`src/rtl/udma_pkg.sv`:
```
package udma_pkg;
  typedef enum logic [1:0] {
    COND_NONE   = 2'd0,
    COND_FLAG   = 2'd1,
    COND_CNT_EQ = 2'd2,
    COND_TMR_GT = 2'd3
  } cond_sel_e;

  typedef enum logic [1:0] {
    REACT_ACTIVATE = 2'd0,
    REACT_SUSPEND  = 2'd1,
    REACT_ABORT    = 2'd2,
    REACT_RSVD     = 2'd3
  } react_e;

  typedef enum logic [2:0] {
    ST_IDLE  = 3'd0,
    ST_FETCH = 3'd1,
    ST_CHECK = 3'd2,
    ST_RD    = 3'd3,
    ST_WR    = 3'd4
  } state_e;
endpackage

```
`src/rtl/udma_cond.sv`:
```
module udma_cond
  import udma_pkg::*;
#(
  parameter int CMP_W = 16
) (
  input  cond_sel_e        sel_i,
  input  logic             flag_a_i,
  input  logic [CMP_W-1:0] counter_i,
  input  logic [CMP_W-1:0] compare_i,
  input  logic [CMP_W-1:0] timer_i,
  input  logic [CMP_W-1:0] limit_i,
  output logic             hit_o
);
  always_comb begin
    unique case (sel_i)
      COND_FLAG:   hit_o = flag_a_i;
      COND_CNT_EQ: hit_o = (counter_i == compare_i);
      COND_TMR_GT: hit_o = (timer_i > limit_i);
      default:     hit_o = 1'b0;
    endcase
  end
endmodule

```
`src/rtl/udma_ptr.sv`:
```
module udma_ptr #(
  parameter int AW    = 32,
  parameter int INC_W = 8
) (
  input  logic             clk_i,
  input  logic             rst_ni,
  input  logic             load_i,
  input  logic [AW-1:0]    load_val_i,
  input  logic             step_i,
  input  logic [INC_W-1:0] inc_i,
  output logic [AW-1:0]    addr_o
);
  localparam int EXT_W = AW - INC_W;

  logic [AW-1:0] inc_ext;
  assign inc_ext = {{EXT_W{inc_i[INC_W-1]}}, inc_i};

  always_ff @(posedge clk_i or negedge rst_ni) begin
    if (!rst_ni)     addr_o <= '0;
    else if (load_i) addr_o <= load_val_i;
    else if (step_i) addr_o <= addr_o + inc_ext;
  end

  assert_fixed_addr_R5: assert property (@(posedge clk_i) disable iff (!rst_ni)
    (step_i && !load_i && inc_i == '0) |=> $stable(addr_o));
endmodule

```
`src/rtl/udma_engine.sv`:
```
module udma_engine
  import udma_pkg::*;
#(
  parameter int AW    = 32,
  parameter int DW    = 32,
  parameter int INC_W = 8,
  parameter int CNT_W = 16,
  parameter int CMP_W = 16
) (
  input  logic             clk_i,
  input  logic             rst_ni,
  input  logic             start_i,
  input  logic [AW-1:0]    ptr_i,
  input  logic             stop_i,
  input  logic             flag_a_i,
  input  logic [CMP_W-1:0] counter_i,
  input  logic [CMP_W-1:0] compare_i,
  input  logic [CMP_W-1:0] timer_i,
  input  logic [CMP_W-1:0] limit_i,
  output logic [AW-1:0]    wb_adr_o,
  input  logic [DW-1:0]    wb_dat_i,
  output logic [DW-1:0]    wb_dat_o,
  output logic             wb_we_o,
  output logic [DW/8-1:0]  wb_sel_o,
  output logic             wb_stb_o,
  output logic             wb_cyc_o,
  input  logic             wb_ack_i,
  output logic             busy_o,
  output logic             done_o,
  output logic             aborted_o,
  output logic             suspended_o,
  output logic [CNT_W-1:0] remain_o
);
  localparam int SEL_LSB   = CNT_W;
  localparam int REACT_LSB = CNT_W + 2;
  localparam int IDX_W     = 2;
  localparam int NSIDE     = 2;

  state_e               state_q;
  logic [IDX_W-1:0]     idx_q;
  logic [AW-1:0]        ptr_q;
  logic [DW-1:0]        data_q;
  logic [INC_W-1:0]     inc_q [NSIDE];
  logic [CNT_W-1:0]     cnt_q;
  logic                 link_q, stop_q, done_q, abort_q;
  cond_sel_e            sel_q;
  react_e               react_q;
  logic [AW-1:0]        addr   [NSIDE];
  logic                 hit, hold, abort_now, finish, ack_hit;

  assign ack_hit = wb_stb_o && wb_ack_i;

  udma_cond #(.CMP_W(CMP_W)) u_cond (
    .sel_i    (sel_q),
    .flag_a_i (flag_a_i),
    .counter_i(counter_i),
    .compare_i(compare_i),
    .timer_i  (timer_i),
    .limit_i  (limit_i),
    .hit_o    (hit)
  );

  // side 0 = source, side 1 = destination
  for (genvar g = 0; g < NSIDE; g++) begin : g_side
    udma_ptr #(.AW(AW), .INC_W(INC_W)) u_ptr (
      .clk_i     (clk_i),
      .rst_ni    (rst_ni),
      .load_i    (state_q == ST_FETCH && ack_hit && idx_q == IDX_W'(g)),
      .load_val_i(wb_dat_i[AW-1:0]),
      .step_i    (state_q == ST_WR && ack_hit),
      .inc_i     (inc_q[g]),
      .addr_o    (addr[g])
    );
  end

  always_comb begin
    hold      = 1'b0;
    abort_now = 1'b0;
    if (sel_q != COND_NONE) begin
      unique case (react_q)
        REACT_ACTIVATE: hold = !hit;
        REACT_SUSPEND:  hold = hit;
        REACT_ABORT:    abort_now = hit;
        default:        ;
      endcase
    end
  end

  assign finish = stop_q || (!link_q && cnt_q == '0);

  always_ff @(posedge clk_i or negedge rst_ni) begin
    if (!rst_ni) begin
      state_q <= ST_IDLE;
      idx_q   <= '0;
      ptr_q   <= '0;
      data_q  <= '0;
      inc_q   <= '{default: '0};
      cnt_q   <= '0;
      link_q  <= 1'b0;
      stop_q  <= 1'b0;
      done_q  <= 1'b0;
      abort_q <= 1'b0;
      sel_q   <= COND_NONE;
      react_q <= REACT_ACTIVATE;
    end else begin
      if (state_q != ST_IDLE && stop_i) stop_q <= 1'b1;
      unique case (state_q)
        ST_IDLE: if (start_i) begin
          state_q <= ST_FETCH;
          ptr_q   <= ptr_i;
          idx_q   <= '0;
          stop_q  <= 1'b0;
          done_q  <= 1'b0;
          abort_q <= 1'b0;
        end
        ST_FETCH: if (ack_hit) begin
          if (idx_q == 2'd2) begin
            inc_q[0] <= wb_dat_i[INC_W-1:0];
            inc_q[1] <= wb_dat_i[2*INC_W-1:INC_W];
          end
          if (idx_q == 2'd3) begin
            cnt_q   <= wb_dat_i[CNT_W-1:0];
            link_q  <= (wb_dat_i[CNT_W-1:0] == '0);
            sel_q   <= cond_sel_e'(wb_dat_i[SEL_LSB +: 2]);
            react_q <= react_e'(wb_dat_i[REACT_LSB +: 2]);
            state_q <= ST_CHECK;
          end
          idx_q <= idx_q + 1'b1;
        end
        ST_CHECK: begin
          if (finish) begin
            state_q <= ST_IDLE;
            done_q  <= 1'b1;
          end else if (abort_now) begin
            state_q <= ST_IDLE;
            abort_q <= 1'b1;
          end else if (!hold) begin
            state_q <= ST_RD;
          end
        end
        ST_RD: if (ack_hit) begin
          data_q  <= wb_dat_i;
          state_q <= ST_WR;
        end
        ST_WR: if (ack_hit) begin
          if (!link_q) cnt_q <= cnt_q - 1'b1;
          state_q <= ST_CHECK;
        end
        default: state_q <= ST_IDLE;
      endcase
    end
  end

  always_comb begin
    wb_cyc_o = (state_q == ST_FETCH) || (state_q == ST_RD) || (state_q == ST_WR);
    wb_stb_o = wb_cyc_o;
    wb_we_o  = (state_q == ST_WR);
    wb_sel_o = '1;
    wb_dat_o = data_q;
    unique case (state_q)
      ST_FETCH: wb_adr_o = ptr_q + AW'(idx_q);
      ST_RD:    wb_adr_o = addr[0];
      ST_WR:    wb_adr_o = addr[1];
      default:  wb_adr_o = '0;
    endcase
  end

  assign busy_o      = (state_q != ST_IDLE);
  assign done_o      = done_q;
  assign aborted_o   = abort_q;
  assign suspended_o = (state_q == ST_CHECK) && !finish && !abort_now && hold;
  assign remain_o    = cnt_q;

  assert_bus_hold_R4: assert property (@(posedge clk_i) disable iff (!rst_ni)
    (wb_stb_o && !wb_ack_i) |=> (wb_stb_o && wb_cyc_o && $stable(wb_adr_o) && $stable(wb_we_o)));

  assert_susp_quiet_R10: assert property (@(posedge clk_i) disable iff (!rst_ni)
    suspended_o |-> !wb_cyc_o);

  assert_abort_idle_R9: assert property (@(posedge clk_i) disable iff (!rst_ni)
    aborted_o |-> !wb_cyc_o);

  assert_flags_excl_R12: assert property (@(posedge clk_i) disable iff (!rst_ni)
    !(done_o && aborted_o));

  assert_end_flag_R12: assert property (@(posedge clk_i) disable iff (!rst_ni)
    $fell(busy_o) |-> (done_o || aborted_o));

  assert_count_end_R6: assert property (@(posedge clk_i) disable iff (!rst_ni)
    ($rose(done_o) && !stop_q) |-> remain_o == '0);
endmodule

```
`config.mk`:
```
export PLATFORM = sky130hd
export DESIGN_NAME = udma_engine
export DESIGN_NICKNAME = d
export VERILOG_FILES = /design/src/rtl/udma_pkg.sv /design/src/rtl/udma_cond.sv /design/src/rtl/udma_ptr.sv /design/src/rtl/udma_engine.sv
export SDC_FILE = /design/constraint.sdc
export NUM_CORES = 1
export LEC_CHECK = 0
export BUFFER_PORTS_ARGS = -buffer_cell sky130_fd_sc_hd__buf_2
export CELL_PAD_IN_SITES_DETAIL_PLACEMENT = 0
export CELL_PAD_IN_SITES_GLOBAL_PLACEMENT = 2
export CORE_UTILIZATION = 34
export CTS_BUF_LIST = sky130_fd_sc_hd__clkbuf_4 sky130_fd_sc_hd__clkbuf_8 sky130_fd_sc_hd__clkbuf_16
export CTS_CLUSTER_SIZE = 20
export DETAILED_ROUTE_END_ITERATION = 8
export GPL_ROUTABILITY_DRIVEN = 0
export PLACE_DENSITY = 0.91
export REMOVE_ABC_BUFFERS = 1
export SYNTH_ARGS = -nofsm -noshare
export SYNTH_HDL_FRONTEND = slang
export SYNTH_SLANG_ARGS = --single-unit
export TNS_END_PERCENT = 10
```
`constraint.sdc`:
```
create_clock -name clk_i -period 4.3 [get_ports clk_i]
set_input_delay 0 -clock clk_i [delete_from_list [all_inputs] [get_ports clk_i]]
set_output_delay 0 -clock clk_i [all_outputs]
set_load 0.005 [all_outputs]
```
==> impl_metrics.py, run 1 <==
metrics = {
    "power_and_ir_drop": {
        "peakVddDrop_mv": 0.382,
        "power_density_nw_per_um2": 694,
        "cellLeakagePower_nw": 7.04,
    },
    "cells_and_area": {
        "drive_above_1_share": 0.212,
        "multi_input_area_um2": 7310,
        "area_delta_synth_final_pct": 23.5,
        "fin_cells": 2085,
        "fillers": 3470,
        "final_nets": 1839,
        "register_area_um2": 4330,
        "fin_util": 0.429,
        "insertedDiodeCount": 0,
    },
    "logic_synthesis": {
        "ys_async_sr_fraction": 1.00,
        "ys_types": 72,
        "synth_seq_area_share": 0.358,
        "synth_flop_cell": "dfrtp_1",
        "ys.warnings.count": 0,
        "ys_seq_elements": 173,
        "syn_area_per_cell_um2": 8.94,
        "synth_enable_flop_cells": 0,
        "yosysTopAreaCellShare": 0.358,
        "synth_top_cell_by_area": "dfrtp_1",
        "synth.most_common_cell": "dfrtp_1",
        "synthTopCellsByArea": "dfrtp_1 (36%), ha_1 (8.8%), o21ai_0 (5.8%)",
        "synth_cells": 1352,
        "synthTopCellsByCount": "dfrtp_1 (173), nand2_1 (167), o21ai_0 (140)",
        "syn_area_um2": 12100,
    },
    "global_route": {
        "grt_usage": 0.218,
        "grt_max_degree": 91,
        "grt_pass1_vias": 11160,
        "gr-total-overflow": 0,
        "grt_pass1_wl_um": 61700,
        "antenna_found_initial": 0,
    },
    "sta": {
        "tightest_slew_ns": 1.13,
        "setup_ws_ns": 0.850,
        "hold_viol": 0,
        "setup-violations-final": 0,
        "fin_crit_ns": 3.45,
        "slew_viol_final": 0,
        "fin_skew_ns": 0.0140,
        "finalSetupTns_ns": 0,
        "max_freq_ghz": 0.290,
        "max-slew-margin-rel": 0.246,
        "period_share": 0.802,
        "rsz0062_at_grt": "no",
    },
    "run_status": {
        "outcome": "complete, no violations",
    },
    "hold_path": {
        "whs_path_depth": 4,
        "min_path_type": "in -> reg",
        "min_from": "start_i",
    },
    "critical_path": {
        "rr_worst_depth": 11,
        "critPathArrivalTime_ns": 3.76,
        "required_ns": 4.61,
        "critical_path_depth": 11,
        "crit_family": "compound AO/OA/AOI/OAI gates",
        "r2r_start": "inc_q[7]$_DFFE_PN0P_",
        "end_kind": "flop",
        "cpMostUsedCell": "o21ai_0",
        "path_class": "reg -> reg",
        "cp.buffers_inverters": 1,
        "max_stage_delay_ns": 0.78,
        "startpoint": "inc_q[7]$_DFFE_PN0P_",
        "crit_slowest_cell": "dfrtp_1",
        "path_cells": "ha_1 > a21oi_1 > o21ai_0 > a31o_2 > a211oi_1 > a31oi_1 > buf_4 > a2111oi_0 > o21bai_1 > xnor2_1 > o21ai_0",
        "worst-path-max-fanout": 17,
        "worst_setup_path_start_kind": "flop",
    },
    "clock_network": {
        "clock_latency_ns": 0.45,
        "numCtsBuffers": 17,
        "cts_max_level": 4,
        "cts_setup_buffers": 0,
        "cts_tree": "yes",
        "clockRootBuffer": "clkbuf_16",
        "cts.sinks": 173,
        "cts_max_path_buffers": 2,
        "clk_pin_slew_ns": 0.08,
    },
    "floorplanning": {
        "die_h_um": 191,
        "rows": 68,
        "initial_core_util": 0.348,
        "die_area_um2": 36300,
        "chipWidth_um": 191,
        "io_pins": 225,
        "core-area_um2": 34800,
    },
    "route": {
        "wire_per_inst_um": 18.9,
        "drt_iter0_markers": 728,
        "via_per_inst": 5.46,
        "first_pass_iters": 7,
        "drt-total-wl_um": 39500,
        "vias": 11390,
        "route.detailed.drc": 0,
        "antenna_left": 0,
    },
    "run": {
        "cap_violations": 0,
    },
    "placement": {
        "placed_cells": 1987,
        "io_buffer_count": 220,
        "post-place-ws_ns": 0.859,
        "hpwl_um": 29100,
    },
}
-- through the flow --
step	instance area [um^2]	power [mW]	hold slack [ns]
2_1_floorplan	11800	6.79	-0.296
3_3_place_gp	13700	8.55	0.160
3_5_place_dp	13700	8.65	0.157
4_1_cts	14900	10.4	0.00323
5_1_grt	14900	11.2	0.0108
6_report	14900	10.4	0.0240
-- final cells by class --
class / count / area share
multi-input cells: 1070 / 0.489
well taps: 455 / 0.0381
inverters: 49 / 0.0123
clock inverters: 13 / 0.0101
clock buffers: 19 / 0.0303
flip-flops and latches: 173 / 0.290
repair buffers: 306 / 0.130
-- path summary, 6_finish.rpt --
kind                            slack, ns                                      to
worst max-delay path                 0.85  g_side[1].u_ptr.addr_o[30]$_DFFE_PN0P_
worst min-delay path                 0.02                    ptr_q[0]$_DFFE_PN0P_
worst max register to register       0.85  g_side[1].u_ptr.addr_o[30]$_DFFE_PN0P_
worst min register to register       0.49                      done_o$_DFFE_PN0P_
max in group asynchronous            3.09                   ptr_q[29]$_DFFE_PN0P_
min in group asynchronous            0.20                remain_o[14]$_DFFE_PN0P_
-- cell families (layout without fill, tap and decap cells) --
family / count (synthesis) / count (layout) / synth area share
flip-flops: 173 / 173 / 0.358
other: 1 / 4 / 0.000310
buffers and inverters: 112 / 387 / 0.0391
XOR/XNOR: 96 / 96 / 0.0695
AO/OA/AOI/OAI: 435 / 435 / 0.232
multiplexers: 61 / 61 / 0.0561
adder cells (fa/ha/maj): 88 / 88 / 0.0929
AND/OR/NAND/NOR: 386 / 386 / 0.152
-- timing repair --
| item | in CTS | in global routing |
|---|---|---|
| resized for setup | 0 | 0 |
| hold endpoints to repair | 231 | 2 |
| hold buffers | 65 | 1 |
-- layer usage --
layer,up-vias,global-route usage,share of wire
li1,5473,-,-
met1,5551,0.288,0.45
met2,319,0.373,0.48
met3,47,0.0294,0.049
met4,0,0.0569,0.019
met5,-,0,0
-- tightest hold or removal path: cells and delay by family --
kind / cells / cell delay, ns
and+or+nand+nor: 3 / 0.32
buffers and inverters: 1 / 0.11
-- layout by cell type (no fill, tap or decap), drive strengths merged, types with 5 or more instances in the layout --
master,n
o21ai,140
a22oi,89
or3,8
mux2,54
mux2i,7
a21o,32
nand3,27
buf,240
dlygate4sd3,66
nor3,17
a221o,6
a211oi,7
inv,54
dfrtp,173
o211ai,8
nand2b,10
o21bai,7
nor3b,7
a21boi,5
ha,85
a21oi,76
and3,11
nand3b,5
nand2,167
nand4,13
o22ai,5
nor2b,17
clkbuf,19
and2,9
nor2,68
a31oi,8
a31o,7
nor4,9
and4,9
xor2,37
xnor2,59
o21a,10
-- sequential cells by signal, summed over array words and instances, names as in the netlist, 2 cells and up --
name / count
react_q: 2
idx_q: 2
wb_dat_o: 32
sel_q: 2
state_q: 3
ptr_q: 32
remain_o: 16
inc_q: 16
g_side.u_ptr.addr_o: 64
-- power breakdown --
| group | switching (mW) | total [mW] | internal, mW |
|---|---|---|---|
| combinational | 3.07 | 5.57 | 2.50 |
| clock | 0.736 | 1.64 | 0.899 |
| sequential | 0.788 | 3.16 | 2.37 |
Power figures use the tool's default switching activity.
==> run 2: changes to the inputs <==
==> constraint.sdc (replaced) <==
create_clock -name clk_i -period 3.2 [get_ports clk_i]
set_input_delay 0 -clock clk_i [delete_from_list [all_inputs] [get_ports clk_i]]
set_output_delay 0 -clock clk_i [all_outputs]
set_load 0.005 [all_outputs]
==> run 2 against run 1 <==
Against the previous run: cell count rose by 0.62%; sequential share of layout area fell by 0.21 points; non-clock buffer count rose by 13; wire length fell by 2.0%; count of clock-buffer cells in the layout fell by 1; die area did not move; critical path type is now reg -> out.
==> impl_metrics.py, run 2 (same netlist as run 1, synthesis figures left out) <==
metrics = {
    "sta": {
        "period_share": 0.983,
        "hold_viol": 0,
        "max-slew-margin-rel": 0.305,
        "setup-violations-final": 0,
        "fin_skew_ns": 0.0128,
        "max_freq_ghz": 0.318,
        "finalSetupTns_ns": 0,
        "tightest_slew_ns": 1.04,
        "fin_crit_ns": 3.15,
        "setup_ws_ns": 0.0540,
        "rsz0062_at_grt": "yes",
        "slew_viol_final": 0,
    },
    "cells_and_area": {
        "top_register": "g_side.u_ptr.addr_o",
        "final_common_cell": "buf_2",
        "drive_above_1_share": 0.228,
        "final_nets": 1852,
        "fin_util": 0.433,
        "area_delta_synth_final_pct": 24.5,
        "fin_area_um2": 15100,
        "largest_reg_flops": 64,
        "final_cell_mix": "buf_2 (219), dfrtp_1 (170), nand2_1 (167)",
        "insertedDiodeCount": 0,
    },
    "placement": {
        "hpwl_um": 28700,
        "io_buffer_count": 220,
        "place_area_um2": 13800,
        "post-place-ws_ns": -0.0247,
    },
    "route": {
        "route.detailed.drc": 0,
        "drt-total-wl_um": 38700,
        "wl_met2_um": 19000,
        "wl_met1_um": 16700,
        "top_layer_used": "met4",
        "first_pass_iters": 5,
        "vias": 11439,
        "antenna_left": 0,
        "drt_iter0_markers": 670,
        "routed-wl-met3_um": 1940,
        "wire_per_inst_um": 18.4,
        "via_per_inst": 5.45,
    },
    "global_route": {
        "grt_pass1_wl_um": 60500,
        "grt_pass1_vias": 11275,
        "grt_usage": 0.214,
        "gr-total-overflow": 0,
        "grt_max_degree": 89,
        "antenna_found_initial": 0,
    },
    "run_status": {
        "outcome": "complete, no violations",
    },
    "floorplanning": {
        "rows": 68,
        "die_area_um2": 36300,
        "io_pins": 225,
        "core-area_um2": 34800,
        "die_h_um": 191,
        "initial_core_util": 0.348,
        "chipWidth_um": 191,
    },
    "critical_path": {
        "worst-path-max-fanout": 5,
        "required_ns": 3.20,
        "startpoint": "idx_q[0]$_DFFE_PN0P_",
        "rr_worst_depth": 10,
        "path_cells": "ha_1 > fa_1 > nand4_1 > nor2_2 > nand3_1 > nor3_1 > xor2_1 > a22oi_1 > o21ai_0 > buf_2",
        "path_class": "reg -> out",
        "critical_path_depth": 10,
        "end_kind": "output pin",
        "worst_setup_path_start_kind": "flop",
        "crit_family": "simple AND/OR/NAND/NOR gates",
        "cp.buffers_inverters": 1,
        "timing.reg2reg.setup_slack_ns": 0.19,
        "max_stage_delay_ns": 0.43,
        "crit_slowest_cell": "dfrtp_1",
        "r2r_start": "remain_o[0]$_DFFE_PN0P_",
        "critPathArrivalTime_ns": 3.15,
    },
    "clock_network": {
        "cts_max_path_buffers": 2,
        "cts_max_level": 4,
        "clk_pin_slew_ns": 0.07,
        "cts_tree": "yes",
        "clock_latency_ns": 0.45,
        "numCtsBuffers": 17,
        "cts.sinks": 173,
        "clockRootBuffer": "clkbuf_16",
    },
    "power_and_ir_drop": {
        "pwr-share-comb": 0.544,
        "power_mw": 13.9,
        "p_switching_mw": 6.11,
        "internal_power_mw": 7.83,
        "power_frac_seq": 0.302,
        "peakVddDrop_mv": 0.507,
        "swShare": 0.439,
        "power_density_nw_per_um2": 926,
        "cellLeakagePower_nw": 7.10,
        "clkPwrFrac": 0.154,
    },
    "hold_path": {
        "whs_path_depth": 2,
        "min_path_type": "in -> reg",
        "min_from": "wb_dat_i[13]",
    },
    "run": {
        "cap_violations": 0,
    },
}
run 2: final timing paths:
kind,endpoint
max,wb_adr_o[20]
max reg2reg,state_q[0]$_DFFE_PN0P_
min in group asynchronous,wb_dat_o[15]$_DFFE_PN0P_
max in group asynchronous,ptr_q[5]$_DFFE_PN0P_
min,inc_q[5]$_DFFE_PN0P_
min reg2reg,aborted_o$_DFFE_PN0P_
run 2: what timing repair did:
item                       in CTS  in global routing
hold endpoints to repair      224                  1
cloned                          0                  0
hold buffers                   63                  1
setup buffers                   0                  0
resized for setup               4                 16
setup endpoints to repair       5                 16
run 2: layer usage:
metal,GRT usage,vias to the layer above
met5,0,-
met4,0.0714,0
met3,0.0313,53
met2,0.366,353
met1,0.273,5539
li1,-,5494
run 2: power by group through the flow:
stage | clock, mW | sequential, mW | combinational, mW
after floorplan | 0 | 4.01 | 5.12
final | 2.15 | 4.21 | 7.58
after detailed placement | 0 | 4.24 | 7.45
after global routing | 2.28 | 4.35 | 8.49
after CTS | 2.19 | 4.21 | 7.55
after global placement | 0 | 4.20 | 7.36
run 2: cell type report:
| type | count | area (um^2) |
|---|---|---|
| clock buffer | 18 | 433 |
| clock inverter | 14 | 158 |
| fill | 3474 | 19700 |
| inverter | 49 | 184 |
| multi-input combinational | 1070 | 7350 |
| sequential | 173 | 4330 |
| tap | 455 | 569 |
| timing repair buffer | 319 | 2030 |
run 2: through the flow:
stage	cells	hold WS, ns
floorplan	1292	-0.296
global placement	2002	0.148
finish	2098	0.0141
detailed placement	2002	0.161
global route	2098	0.0152
CTS	2097	0.00527
